$ cat config.mk
export PLATFORM = sky130hd
export DESIGN_NAME = pwm_multichan
export DESIGN_NICKNAME = d
export VERILOG_FILES = /design/src/rtl/pwm_pkg.sv /design/src/rtl/pwm_regs.sv /design/src/rtl/pwm_clkgen.sv /design/src/rtl/pwm_engine.sv /design/src/rtl/pwm_pair.sv /design/src/rtl/pwm_shutdown.sv /design/src/rtl/pwm_multichan.sv
export SDC_FILE = /design/constraint.sdc
export NUM_CORES = 1
export LEC_CHECK = 0
export ABC_AREA = 1
export CAP_MARGIN = 20
export CORE_ASPECT_RATIO = 2
export CORE_UTILIZATION = 57
export CTS_CLUSTER_DIAMETER = 150
export DETAILED_ROUTE_END_ITERATION = 8
export PLACE_DENSITY = 0.82
export SYNTH_ARGS = -nofsm -noshare
export SYNTH_HDL_FRONTEND = slang
export SYNTH_SLANG_ARGS = --single-unit
$ cat constraint.sdc
create_clock -name clk -period 4.85 [get_ports clk]
set_clock_uncertainty 0.1 [all_clocks]
set_input_delay 1.2125 -clock clk [delete_from_list [all_inputs] [get_ports clk]]
set_output_delay 1.2125 -clock clk [all_outputs]
set_load 0.005 [all_outputs]
$ cat src/rtl/pwm_pkg.sv
package pwm_pkg;

    typedef enum logic [1:0] {
        ENG_OFF  = 2'd0,
        ENG_UP   = 2'd1,
        ENG_DOWN = 2'd2
    } eng_state_t;

    typedef enum logic {
        SD_RUN  = 1'b0,
        SD_HALT = 1'b1
    } sd_state_t;

    typedef enum logic [1:0] {
        SRC_A  = 2'd0,
        SRC_B  = 2'd1,
        SRC_SA = 2'd2,
        SRC_SB = 2'd3
    } clk_src_t;

    localparam int A_EN   = 0;
    localparam int A_INV  = 1;
    localparam int A_CTR  = 2;
    localparam int A_JOIN = 3;
    localparam int A_SEL  = 4;
    localparam int A_PRE  = 6;
    localparam int A_DSA  = 7;
    localparam int A_DSB  = 8;
    localparam int A_SHD  = 9;
    localparam int A_PER  = 16;
    localparam int A_DUTY = 24;

endpackage

$ cat src/rtl/pwm_regs.sv
module pwm_regs
    import pwm_pkg::*;
#(
    parameter int N_CH   = 8,
    parameter int CH_W   = 8,
    parameter int EXP_W  = 3,
    parameter int ADDR_W = 5
) (
    input  logic                       clk,
    input  logic                       rst_n,
    input  logic                       we,
    input  logic [ADDR_W-1:0]          addr,
    input  logic [CH_W-1:0]            wdata,
    output logic [N_CH-1:0]            ch_en,
    output logic [N_CH-1:0]            ch_inv,
    output logic [N_CH-1:0]            ch_center,
    output logic [N_CH/2-1:0]          pair_join,
    output logic [N_CH-1:0][1:0]       ch_sel,
    output logic [EXP_W-1:0]           exp_a,
    output logic [EXP_W-1:0]           exp_b,
    output logic [CH_W-1:0]            div_sa,
    output logic [CH_W-1:0]            div_sb,
    output logic                       sd_arm,
    output logic                       sd_idle,
    output logic                       sd_restart,
    output logic [N_CH-1:0][CH_W-1:0]  per_buf,
    output logic [N_CH-1:0][CH_W-1:0]  duty_buf
);

    localparam int N_PAIR = N_CH / 2;
    localparam int B_LSB  = CH_W / 2;

    function automatic logic hit(input logic [ADDR_W-1:0] a, input int target);
        return a == ADDR_W'(target);
    endfunction

    always_ff @(posedge clk or negedge rst_n) begin
        if (!rst_n) begin
            ch_en     <= '0;
            ch_inv    <= '0;
            ch_center <= '0;
            pair_join <= '0;
            ch_sel    <= '0;
            exp_a     <= '0;
            exp_b     <= '0;
            div_sa    <= '0;
            div_sb    <= '0;
            sd_arm    <= 1'b0;
            sd_idle   <= 1'b0;
            per_buf   <= '0;
            duty_buf  <= '0;
        end else if (we) begin
            if (hit(addr, A_EN))   ch_en     <= wdata[N_CH-1:0];
            if (hit(addr, A_INV))  ch_inv    <= wdata[N_CH-1:0];
            if (hit(addr, A_CTR))  ch_center <= wdata[N_CH-1:0];
            if (hit(addr, A_JOIN)) pair_join <= wdata[N_PAIR-1:0];
            if (hit(addr, A_PRE)) begin
                exp_a <= wdata[EXP_W-1:0];
                exp_b <= wdata[B_LSB +: EXP_W];
            end
            if (hit(addr, A_DSA)) div_sa <= wdata;
            if (hit(addr, A_DSB)) div_sb <= wdata;
            if (hit(addr, A_SHD)) begin
                sd_arm  <= wdata[0];
                sd_idle <= wdata[1];
            end
            for (int c = 0; c < N_CH; c++) begin
                if (hit(addr, A_SEL + c / 4)) ch_sel[c]   <= wdata[2*(c%4) +: 2];
                if (hit(addr, A_PER + c))     per_buf[c]  <= wdata;
                if (hit(addr, A_DUTY + c))    duty_buf[c] <= wdata;
            end
        end
    end

    // restart is a write pulse, not a stored bit
    assign sd_restart = we && hit(addr, A_SHD) && wdata[2];

endmodule

$ cat src/rtl/pwm_clkgen.sv
module pwm_clkgen
    import pwm_pkg::*;
#(
    parameter int CH_W  = 8,
    parameter int EXP_W = 3
) (
    input  logic             clk,
    input  logic             rst_n,
    input  logic [EXP_W-1:0] exp_a,
    input  logic [EXP_W-1:0] exp_b,
    input  logic [CH_W-1:0]  div_sa,
    input  logic [CH_W-1:0]  div_sb,
    output logic [3:0]       src_tick
);

    localparam int PRE_W = 2 ** EXP_W;

    logic [PRE_W-1:0] pre_cnt;
    logic [PRE_W-1:0] mask_a, mask_b;
    logic [1:0]       base_tick;
    logic [1:0]       scaled_tick;

    always_ff @(posedge clk or negedge rst_n) begin
        if (!rst_n) pre_cnt <= '0;
        else        pre_cnt <= pre_cnt + 1'b1;
    end

    assign mask_a = PRE_W'((1 << exp_a) - 1);
    assign mask_b = PRE_W'((1 << exp_b) - 1);
    assign base_tick[0] = (pre_cnt & mask_a) == mask_a;
    assign base_tick[1] = (pre_cnt & mask_b) == mask_b;

    // second-stage dividers: SA from A, SB from B
    for (genvar k = 0; k < 2; k++) begin : g_scale
        logic [CH_W-1:0] sc_cnt;
        logic [CH_W:0]   lim;
        logic            wrap;
        logic [CH_W-1:0] dv;

        assign dv   = (k == 0) ? div_sa : div_sb;
        assign lim  = (dv == '0) ? (CH_W+1)'(1 << CH_W) : {1'b0, dv};
        assign wrap = {1'b0, sc_cnt} >= (lim - 1'b1);

        always_ff @(posedge clk or negedge rst_n) begin
            if (!rst_n)            sc_cnt <= '0;
            else if (base_tick[k]) sc_cnt <= wrap ? '0 : sc_cnt + 1'b1;
        end

        assign scaled_tick[k] = base_tick[k] && wrap;
    end

    assign src_tick[SRC_A]  = base_tick[0];
    assign src_tick[SRC_B]  = base_tick[1];
    assign src_tick[SRC_SA] = scaled_tick[0];
    assign src_tick[SRC_SB] = scaled_tick[1];

endmodule

$ cat src/rtl/pwm_engine.sv
module pwm_engine
    import pwm_pkg::*;
#(
    parameter int W = 8
) (
    input  logic         clk,
    input  logic         rst_n,
    input  logic         en,
    input  logic         tick,
    input  logic         center,
    input  logic         inv,
    input  logic [W-1:0] per_buf,
    input  logic [W-1:0] duty_buf,
    output logic         pin
);

    eng_state_t state;
    logic [W-1:0] cnt, per_act, duty_act;
    logic top_reached, period_end;

    assign top_reached = (per_act == '0) || (cnt == per_act - 1'b1);
    assign period_end  = tick && (((state == ENG_UP) && top_reached && !center) ||
                                  ((state == ENG_DOWN) && (cnt == '0)));

    // state register and counter
    always_ff @(posedge clk or negedge rst_n) begin
        if (!rst_n) begin
            state    <= ENG_OFF;
            cnt      <= '0;
            per_act  <= '0;
            duty_act <= '0;
        end else if (!en) begin
            state    <= ENG_OFF;
            cnt      <= '0;
            per_act  <= per_buf;
            duty_act <= duty_buf;
        end else begin
            unique case (state)
                ENG_OFF: begin
                    state    <= ENG_UP;
                    cnt      <= '0;
                    per_act  <= per_buf;
                    duty_act <= duty_buf;
                end
                ENG_UP: begin
                    if (tick) begin
                        if (!top_reached) begin
                            cnt <= cnt + 1'b1;
                        end else if (center) begin
                            state <= ENG_DOWN;
                        end else begin
                            cnt      <= '0;
                            per_act  <= per_buf;
                            duty_act <= duty_buf;
                        end
                    end
                end
                ENG_DOWN: begin
                    if (tick) begin
                        if (cnt == '0) begin
                            state    <= ENG_UP;
                            per_act  <= per_buf;
                            duty_act <= duty_buf;
                        end else begin
                            cnt <= cnt - 1'b1;
                        end
                    end
                end
                default: state <= ENG_OFF;
            endcase
        end
    end

    // output process
    always_comb begin
        pin = inv;
        if (state != ENG_OFF && cnt < duty_act) pin = ~inv;
    end

    p_cnt_below_per_r2: assert property (@(posedge clk) disable iff (!rst_n)
        (state != ENG_OFF && per_act != '0) |-> (cnt < per_act));

    p_down_step_r3: assert property (@(posedge clk) disable iff (!rst_n)
        (en && state == ENG_DOWN && tick && cnt != '0) |=> (cnt == W'($past(cnt) - 1'b1)));

    p_buffer_hold_r6: assert property (@(posedge clk) disable iff (!rst_n)
        (en && state != ENG_OFF && !period_end) |=> ($stable(per_act) && $stable(duty_act)));

endmodule

$ cat src/rtl/pwm_pair.sv
module pwm_pair
    import pwm_pkg::*;
#(
    parameter int CH_W = 8
) (
    input  logic            clk,
    input  logic            rst_n,
    input  logic            join_en,
    input  logic [1:0]      en,
    input  logic [1:0]      tick,
    input  logic [1:0]      center,
    input  logic [1:0]      inv,
    input  logic [CH_W-1:0] per_lo,
    input  logic [CH_W-1:0] per_hi,
    input  logic [CH_W-1:0] duty_lo,
    input  logic [CH_W-1:0] duty_hi,
    output logic [1:0]      pins
);

    localparam int WIDE = 2 * CH_W;

    logic [WIDE-1:0] hi_per, hi_duty;
    logic            lo_pin, hi_pin;

    assign hi_per  = join_en ? {per_hi, per_lo}   : {{CH_W{1'b0}}, per_hi};
    assign hi_duty = join_en ? {duty_hi, duty_lo} : {{CH_W{1'b0}}, duty_hi};

    pwm_engine #(.W(CH_W)) u_lo (
        .clk(clk), .rst_n(rst_n), .en(en[0] && !join_en), .tick(tick[0]),
        .center(center[0]), .inv(inv[0]), .per_buf(per_lo), .duty_buf(duty_lo),
        .pin(lo_pin)
    );

    pwm_engine #(.W(WIDE)) u_hi (
        .clk(clk), .rst_n(rst_n), .en(en[1]), .tick(tick[1]),
        .center(center[1]), .inv(inv[1]), .per_buf(hi_per), .duty_buf(hi_duty),
        .pin(hi_pin)
    );

    assign pins[0] = join_en ? inv[0] : lo_pin;
    assign pins[1] = hi_pin;

endmodule

$ cat src/rtl/pwm_shutdown.sv
module pwm_shutdown
    import pwm_pkg::*;
(
    input  logic clk,
    input  logic rst_n,
    input  logic arm,
    input  logic trip_in,
    input  logic restart,
    output logic halted
);

    sd_state_t state;

    always_ff @(posedge clk or negedge rst_n) begin
        if (!rst_n) begin
            state <= SD_RUN;
        end else begin
            unique case (state)
                SD_RUN:  if (arm && trip_in)     state <= SD_HALT;
                SD_HALT: if (restart && !trip_in) state <= SD_RUN;
                default: state <= SD_RUN;
            endcase
        end
    end

    always_comb halted = (state == SD_HALT);

    p_trip_enter_r9: assert property (@(posedge clk) disable iff (!rst_n)
        (arm && trip_in) |=> halted);

    p_halt_hold_r10: assert property (@(posedge clk) disable iff (!rst_n)
        (halted && !(restart && !trip_in)) |=> halted);

    p_unarmed_run_r11: assert property (@(posedge clk) disable iff (!rst_n)
        (!halted && !arm) |=> !halted);

endmodule

$ cat src/rtl/pwm_multichan.sv
module pwm_multichan
    import pwm_pkg::*;
#(
    parameter int N_CH   = 8,
    parameter int CH_W   = 8,
    parameter int EXP_W  = 3,
    parameter int ADDR_W = 5
) (
    input  logic              clk,
    input  logic              rst_n,
    input  logic              cfg_we,
    input  logic [ADDR_W-1:0] cfg_addr,
    input  logic [CH_W-1:0]   cfg_wdata,
    input  logic              trip_in,
    output logic [N_CH-1:0]   pwm_out
);

    localparam int N_PAIR = N_CH / 2;

    logic [N_CH-1:0]           ch_en, ch_inv, ch_center, ch_tick;
    logic [N_PAIR-1:0]         pair_join;
    logic [N_CH-1:0][1:0]      ch_sel;
    logic [EXP_W-1:0]          exp_a, exp_b;
    logic [CH_W-1:0]           div_sa, div_sb;
    logic                      sd_arm, sd_idle, sd_restart, halted;
    logic [N_CH-1:0][CH_W-1:0] per_buf, duty_buf;
    logic [3:0]                src_tick;
    logic [N_CH-1:0]           raw_pin;

    pwm_regs #(.N_CH(N_CH), .CH_W(CH_W), .EXP_W(EXP_W), .ADDR_W(ADDR_W)) u_regs (
        .clk(clk), .rst_n(rst_n), .we(cfg_we), .addr(cfg_addr), .wdata(cfg_wdata),
        .ch_en(ch_en), .ch_inv(ch_inv), .ch_center(ch_center), .pair_join(pair_join),
        .ch_sel(ch_sel), .exp_a(exp_a), .exp_b(exp_b), .div_sa(div_sa), .div_sb(div_sb),
        .sd_arm(sd_arm), .sd_idle(sd_idle), .sd_restart(sd_restart),
        .per_buf(per_buf), .duty_buf(duty_buf)
    );

    pwm_clkgen #(.CH_W(CH_W), .EXP_W(EXP_W)) u_clk (
        .clk(clk), .rst_n(rst_n), .exp_a(exp_a), .exp_b(exp_b),
        .div_sa(div_sa), .div_sb(div_sb), .src_tick(src_tick)
    );

    for (genvar c = 0; c < N_CH; c++) begin : g_sel
        assign ch_tick[c] = src_tick[ch_sel[c]];
    end

    for (genvar p = 0; p < N_PAIR; p++) begin : g_pair
        pwm_pair #(.CH_W(CH_W)) u_pair (
            .clk(clk), .rst_n(rst_n), .join_en(pair_join[p]),
            .en(ch_en[2*p +: 2]), .tick(ch_tick[2*p +: 2]),
            .center(ch_center[2*p +: 2]), .inv(ch_inv[2*p +: 2]),
            .per_lo(per_buf[2*p]), .per_hi(per_buf[2*p+1]),
            .duty_lo(duty_buf[2*p]), .duty_hi(duty_buf[2*p+1]),
            .pins(raw_pin[2*p +: 2])
        );
    end

    pwm_shutdown u_sd (
        .clk(clk), .rst_n(rst_n), .arm(sd_arm), .trip_in(trip_in),
        .restart(sd_restart), .halted(halted)
    );

    assign pwm_out = halted ? {N_CH{sd_idle}} : raw_pin;

    p_trip_pins_r9: assert property (@(posedge clk) disable iff (!rst_n)
        (sd_arm && trip_in) |=> (pwm_out == {N_CH{$past(sd_idle)}}));

endmodule

==> out/results.tsv, run 1 <==
metric	value	unit
post_cts_setup_buffer_count	0	
report.final.slew_viol_count	0	
initial_core_util	0.575	
syn_nets	5002	
route.vias.total	31600	
worst-setup-path-type	reg -> out	
critical_path.top_delay_family	compound AO/OA/AOI/OAI gates	
drt_drc_violations_left	0	
synth_top_area_share	0.382	
synth_edf_count	0	
routed_wire_length_per_instance	16.8	um
drv_cap	0	
worst_r2r_endpoint	g_pair[2].u_pair.u_hi.cnt[11]$_DFFE_PN0P_	
die_height	349	um
die-width	176	um
clkLatencyLatePin	0.60	ns
largest_net_degree_at_the_start_of_global_routing	98	
ios	25	
dpl-instance-area	35000	um2
critical_path.startpoint_type	flop	
core_area	59700	um2
route.detailed.vias_per_inst	5.70	
multi_input_area	18200	um2
power.static_leakage	0.0189	uW
ys_dominant_reg_cell	dfrtp_1	
clk_root_buffer_cell	clkbuf_16	
io_buffer_count	24	
worstPathCellList	ha_1 -> a2111oi_0 -> a21oi_1 -> o21ai_0 -> clkdlybuf4s50_1	
layout.area.seq	13100	um2
cts.reportedPaths.clkPinSlew	0.07	ns
final_area	36800	um2
min_to	g_pair[1].u_pair.u_hi.duty_act[13]$_DFFE_PN0P_	
die-area	61300	um2
timing.critical_path.arrival	3.53	ns
grt_first_pass_wirelength	152000	um
first_global_vias	31100	
grt.total_usage	0.310	
rows	127	
hp-start	g_pair[1].u_pair.u_hi.duty_act[13]$_DFFE_PN0P_	
worst_path_largest_cell_delay	0.69	ns
worst_path_buf_inv	1	
numClockSinks	524	
timing.max_slew.rel_slack	0.349	
hpwlAfterDp	68200	um
drive_above_1_share	0.0434	
cp.depth	5	
clockBufferDepth	3	
wirelength	93300	um
asyncSetResetFlopFracSynth	1.00	
initialDrtViolationCount	2069	
gp_congestion	1.04	
nets	4927	
final_core_util	0.616	
cts_repair_resize_count	0	
worst_r2r_startpoint	u_regs.div_sa[0]$_DFFE_PN0P_	
timing.final.crit_period	4.84	ns
power_density	439	nW/um2
tritoncts_clock_tree	yes	
setup_repair_after_global_routing_missed_its_margin	false	
hold_depth	2	
syn2layout_area_growth	7.16	%
antenna_violations_before_repair	0	
sequential_share_of_the_synthesized_area	0.382	
critical_path.max_fanout	6	
ys_ff_latch	524	
ant_nets	0	
final-setup-viol-count	0	
yosysWarningCount	0	
detailedRoute.firstPassIterationCount	6	
yosysTopAreaCell	dfrtp_1	
reg2reg_depth	21	
syn_inst	4806	
netlist_area_before_placement	34400	um2
final.period_utilization	0.998	
synth_area_leaders	dfrtp_1, nand2_1, ha_1	
worstMarginPinSlew	0.973	ns
slowest_stage	clkdlybuf4s50_1	
synth.avg_cell_area	7.15	um2
cts_max_level	2	
hold_violations	0	
min_path_type	reg -> reg	
crit_path_end_kind	output pin	
worst_ep_required_time	3.54	ns
outcome	finished clean	
irDropWorstVdd	399	uV
post_cts_hold_buffer_count	0	
tritoncts.num_buffers	49	
diodes	0	
nFillCells	5370	
totalNegativeSetupSlack	0	ns
clock.fmax	207	MHz
grt-ovfl-total	0	
timing.reg2reg.setup_slack	0.52	ns
netlist-cell-type-count	55	
[metrics by stage]
step	std cells	power [uW]	setup WS (ns)	hold WS [ns]
5_1_grt	5546	17300	0.0133	0.394
4_1_cts	5546	16200	0.0439	0.375
2_1_floorplan	4806	10400	1.40	0.342
3_5_place_dp	5454	11900	0.624	0.360
3_3_place_gp	5454	11700	0.743	0.355
6_report	5546	16200	0.00801	0.373
[logic make-up (layout without fill, tap and decap cells)]
logic type | after synthesis | after routing | share of synthesized area
buffers and inverters | 768 | 734 | 0.0898
DFF | 524 | 524 | 0.382
AOI/OAI and AO/OA | 672 | 672 | 0.103
xor gates and xnor gates | 184 | 184 | 0.0473
muxes | 16 | 16 | 0.00466
and+or+nand+nor | 2463 | 2463 | 0.308
adders and majority gates | 179 | 179 | 0.0652
[tightest hold or removal path: cells and delay by family (launching register included)]
family | cells | cell delay [ns]
and+or+nand+nor | 2 | 0.10
DFF | 1 | 0.34
[where the power goes]
group	internal, uW	leakage, uW	total, uW	switching [uW]
Sequential	5200	0.00694	6010	810
Combinational	2040	0.0111	5930	3900
Clock	2430	0.000854	4230	1800
[worst max-delay path by stage]
stage	start	to	slack, ns
after global placement	g_pair[3].u_pair.u_lo.cnt[1]$_DFFE_PN0P_	pwm_out[6]	0.74
after detailed placement	u_regs.div_sa[0]$_DFFE_PN0P_	g_pair[2].u_pair.u_hi.cnt[14]$_DFFE_PN0P_	0.62
final	g_pair[3].u_pair.u_lo.cnt[7]$_DFFE_PN0P_	pwm_out[6]	0.008
after floorplan	u_regs.div_sa[0]$_DFFE_PN0P_	g_pair[1].u_pair.u_hi.per_act[11]$_DFFE_PN0P_	1.40
after global routing	u_regs.div_sb[0]$_DFFE_PN0P_	g_pair[2].u_pair.u_hi.cnt[11]$_DFFE_PN0P_	0.01
after CTS	g_pair[3].u_pair.u_lo.cnt[7]$_DFFE_PN0P_	pwm_out[6]	0.04
[layout make-up]
cell class	count	share of cell area
sequential	524	0.356
inverter	572	0.0585
clock buffer	64	0.0379
clock inverter	28	0.0100
timing repair buffer	70	0.0177
tap	774	0.0263
multi-input combinational	3514	0.493
[cell usage in the layout, fill, tap and decap left out, types with 5 or more instances in the layout]
| cell | n |
|---|---|
| clkinv_2 | 5 |
| inv_1 | 556 |
| inv_2 | 7 |
| o31ai_1 | 5 |
| clkinvlp_4 | 5 |
| nand3_2 | 12 |
| nor2_2 | 10 |
| clkdlybuf4s50_1 | 23 |
| xnor2_1 | 50 |
| xor2_1 | 133 |
| o21ai_0 | 389 |
| nor2_4 | 8 |
| ha_1 | 179 |
| bufinv_16 | 7 |
| clkbuf_1 | 6 |
| nand2_2 | 9 |
| or2_2 | 8 |
| clkbuf_16 | 51 |
| buf_4 | 41 |
| inv_6 | 9 |
| nand3_1 | 335 |
| clkbuf_8 | 7 |
| nor3_1 | 88 |
| buf_12 | 5 |
| nand2_1 | 1475 |
| clkinv_1 | 6 |
| nor2_1 | 298 |
| a21o_1 | 6 |
| o21bai_1 | 16 |
| dfrtp_1 | 524 |
| mux2i_1 | 16 |
| a21oi_1 | 119 |
| nor4_1 | 21 |
| nand4_1 | 180 |
| o21ai_1 | 104 |
| a31o_2 | 7 |
[registers in the layout, summed over array words and instances (netlist names), 16 cells and up]
| register | flops |
|---|---|
| g_pair.u_pair.u_lo.cnt | 32 |
| g_pair.u_pair.u_hi.per_act | 64 |
| g_pair.u_pair.u_lo.per_act | 32 |
| u_regs.duty_buf | 64 |
| u_regs.per_buf | 64 |
| g_pair.u_pair.u_lo.duty_act | 32 |
| u_clk.g_scale.sc_cnt | 16 |
| u_regs.ch_sel | 16 |
| g_pair.u_pair.u_hi.duty_act | 64 |
| g_pair.u_pair.u_hi.cnt | 64 |
[synth_stat cells, types with 8 or more instances]
master / number
buf_4: 8
nor3_1: 88
buf_2: 59
buf_6: 12
nand3_1: 335
o21bai_1: 16
nor2_1: 300
dfrtp_1: 524
ha_1: 179
nor2_4: 8
clkbuf_1: 113
xnor2_1: 50
nor2_2: 8
nand4_1: 180
inv_1: 558
a21oi_1: 119
o21ai_1: 104
nand3_2: 12
mux2i_1: 16
nor4_1: 21
or2_2: 8
nand2_1: 1475
nand2_2: 9
xor2_1: 133
o21ai_0: 389
[metal layers]
metal | GRT usage | share of wire
met1 | 0.313 | 0.35
met2 | 0.577 | 0.52
met3 | 0.0395 | 0.045
met4 | 0.223 | 0.075
met5 | 0 | 0
(Power assumes the default switching activity.)
==> run 2, diff against run 1 <==
--- a/config.mk
+++ b/config.mk
@@ -6,12 +6,12 @@
 export NUM_CORES = 1
 export LEC_CHECK = 0
 export ABC_AREA = 1
-export CAP_MARGIN = 20
+export CAP_MARGIN = 25
 export CORE_ASPECT_RATIO = 2
-export CORE_UTILIZATION = 57
+export CORE_UTILIZATION = 65
 export CTS_CLUSTER_DIAMETER = 150
 export DETAILED_ROUTE_END_ITERATION = 8
-export PLACE_DENSITY = 0.82
+export PLACE_DENSITY = 0.91
 export SYNTH_ARGS = -nofsm -noshare
 export SYNTH_HDL_FRONTEND = slang
 export SYNTH_SLANG_ARGS = --single-unit
==> out/results.tsv, run 2 (synthesized netlist as in run 1, its figures left out) <==
metric	value	unit
worst-setup-path-type	reg -> out	
final_cell_mix	nand2_1, inv_1, dfrtp_1	
grt-ovfl-total	0	
critical_path.max_fanout	6	
worst_r2r_endpoint	g_pair[1].u_pair.u_lo.cnt[5]$_DFFE_PN0P_	
power.static_leakage	0.0188	uW
grt.total_usage	0.366	
power_density	441	nW/um2
finalNonFillerCells	5415	
setup_repair_after_global_routing_missed_its_margin	false	
timing.final.crit_period	4.71	ns
die_height	327	um
drv_cap	0	
cts.reportedPaths.clkPinSlew	0.07	ns
tritoncts_clock_tree	yes	
pre_cts_slack	0.411	ns
clkLatencyLatePin	0.63	ns
post_cts_hold_buffer_count	0	
crit_path_end_kind	output pin	
min_to	g_pair[3].u_pair.u_hi.duty_act[9]$_DFFE_PN0P_	
nets	4917	
route.detailed.vias_per_inst	6.00	
gp_congestion	0.982	
power_switching	6640	uW
pwr-share-clk	0.249	
internal_power	9440	uW
clockBufferDepth	3	
met2_wirelength_from_detailed_routing	49400	um
die-area	53800	um2
routed_wire_length_per_instance	17.7	um
place.detailed.instances	5331	
io_buffer_count	24	
hpwlAfterDp	68400	um
slowest_stage	a2111oi_0	
rows	118	
worst_path_largest_cell_delay	0.78	ns
cts_max_level	2	
power.sequential.fraction	0.376	
reg2reg_depth	21	
hold_violations	0	
final-setup-viol-count	0	
first_global_vias	32300	
min_path_type	reg -> reg	
initialDrtViolationCount	2648	
clk_root_buffer_cell	clkbuf_16	
detailedRoute.firstPassIterationCount	8	
hold_depth	2	
timing.max_slew.rel_slack	0.328	
worst_ep_required_time	3.54	ns
ant_nets	0	
worst_r2r_startpoint	u_regs.div_sa[0]$_DFFE_PN0P_	
worstPathCellList	ha_1 -> a2111oi_0 -> a21oi_1 -> o21ai_1 -> clkdlybuf4s50_1	
power_switching_share	0.413	
final.period_utilization	0.972	
irDropWorstVdd	407	uV
drive_above_1_share	0.0410	
nFillCells	4096	
clock.fmax	212	MHz
critical_path.startpoint_type	flop	
wirelength	95700	um
drt_drc_violations_left	0	
route.vias.total	32500	
outcome	finished clean	
tritoncts.num_buffers	47	
post_cts_setup_buffer_count	0	
met1_length	31600	um
grt_first_pass_wirelength	156000	um
largest_net_degree_at_the_start_of_global_routing	88	
die-width	165	um
syn2layout_area_growth	6.29	%
totalNegativeSetupSlack	0	ns
worstMarginPinSlew	1.01	ns
timing.reg2reg.setup_slack	0.42	ns
ios	25	
cts_repair_resize_count	1	
initial_core_util	0.661	
final_common_cell	nand2_1	
dr_wl_met3	5810	um
hp-start	g_pair[3].u_pair.u_hi.duty_act[9]$_DFFE_PN0P_	
timing.critical_path.arrival	3.40	ns
dr.max_layer_used	met4	
p_comb_frac	0.375	
numClockSinks	524	
final_area	36500	um2
report.final.slew_viol_count	0	
antenna_violations_before_repair	0	
dpl-instance-area	34900	um2
diodes	0	
fin_ws	0.137	ns
core_area	52000	um2
run 2: cell types whose count changed in the layout (fill, tap and decap cells not counted), moves of 2 or more:
cell,previous run,this run
buf_4,41,31
inv_6,9,3
clkbuf_1,6,2
clkbuf_16,51,47
clkinv_4,2,5
buf_16,0,2
bufinv_16,7,5
clkinv_1,6,4
clkinv_2,5,7
clkinv_8,0,2
clkinvlp_4,5,3
inv_1,556,558
run 2: how the worst max path moves through the flow:
stage | from | to | cells past startpoint
global route | u_regs.div_sb[0]$_DFFE_PN0P_ | g_pair[1].u_pair.u_hi.cnt[10]$_DFFE_PN0P_ | 23
finish | g_pair[1].u_pair.u_lo.cnt[7]$_DFFE_PN0P_ | pwm_out[2] | 5
global placement | u_regs.div_sa[0]$_DFFE_PN0P_ | g_pair[1].u_pair.u_lo.per_act[2]$_DFFE_PN0P_ | 20
floorplan | u_regs.div_sa[0]$_DFFE_PN0P_ | g_pair[1].u_pair.u_hi.per_act[11]$_DFFE_PN0P_ | 23
detailed placement | u_regs.div_sa[0]$_DFFE_PN0P_ | g_pair[1].u_pair.u_lo.per_act[0]$_DFFE_PN0P_ | 20
CTS | g_pair[1].u_pair.u_lo.cnt[7]$_DFFE_PN0P_ | pwm_out[2] | 5
run 2: critical path: cells and delay by family (launching register included):
family,cells,cell delay [ns]
buf+inv,1,0.60
fa+ha+maj,1,0.33
flops,1,0.45
compound gates,3,1.41
run 2: layer usage:
layer,GRT usage,vias up
met5,0,-
met4,0.308,0
met3,0.0504,596
met2,0.651,1451
met1,0.369,15100
li1,-,15400
run 2: power groups by stage:
stage	clock (uW)	combinational (uW)	sequential, uW
floorplan	0	4630	5780
global placement	0	5660	6040
detailed placement	0	5870	6080
CTS	4030	5960	6010
global route	4180	6830	6130
finish	4010	6030	6050
run 2: final cells by class:
type	count	area, um2	share of cell area
Clock inverter	26	330	0.00905
Sequential cell	524	13100	0.359
Clock buffer	57	1290	0.0354
Inverter	572	2150	0.0590
Tap cell	660	826	0.0226
Multi-Input combinational cell	3514	18200	0.497
Timing Repair Buffer	62	633	0.0173
run 2: per-stage QoR:
stage	hold WS [ns]	util	power [uW]
6_report	0.375	0.703	16100
2_1_floorplan	0.342	-	10400
5_1_grt	0.394	0.703	17100
3_3_place_gp	0.355	0.670	11700
4_1_cts	0.373	0.702	16000
3_5_place_dp	0.359	0.671	11900
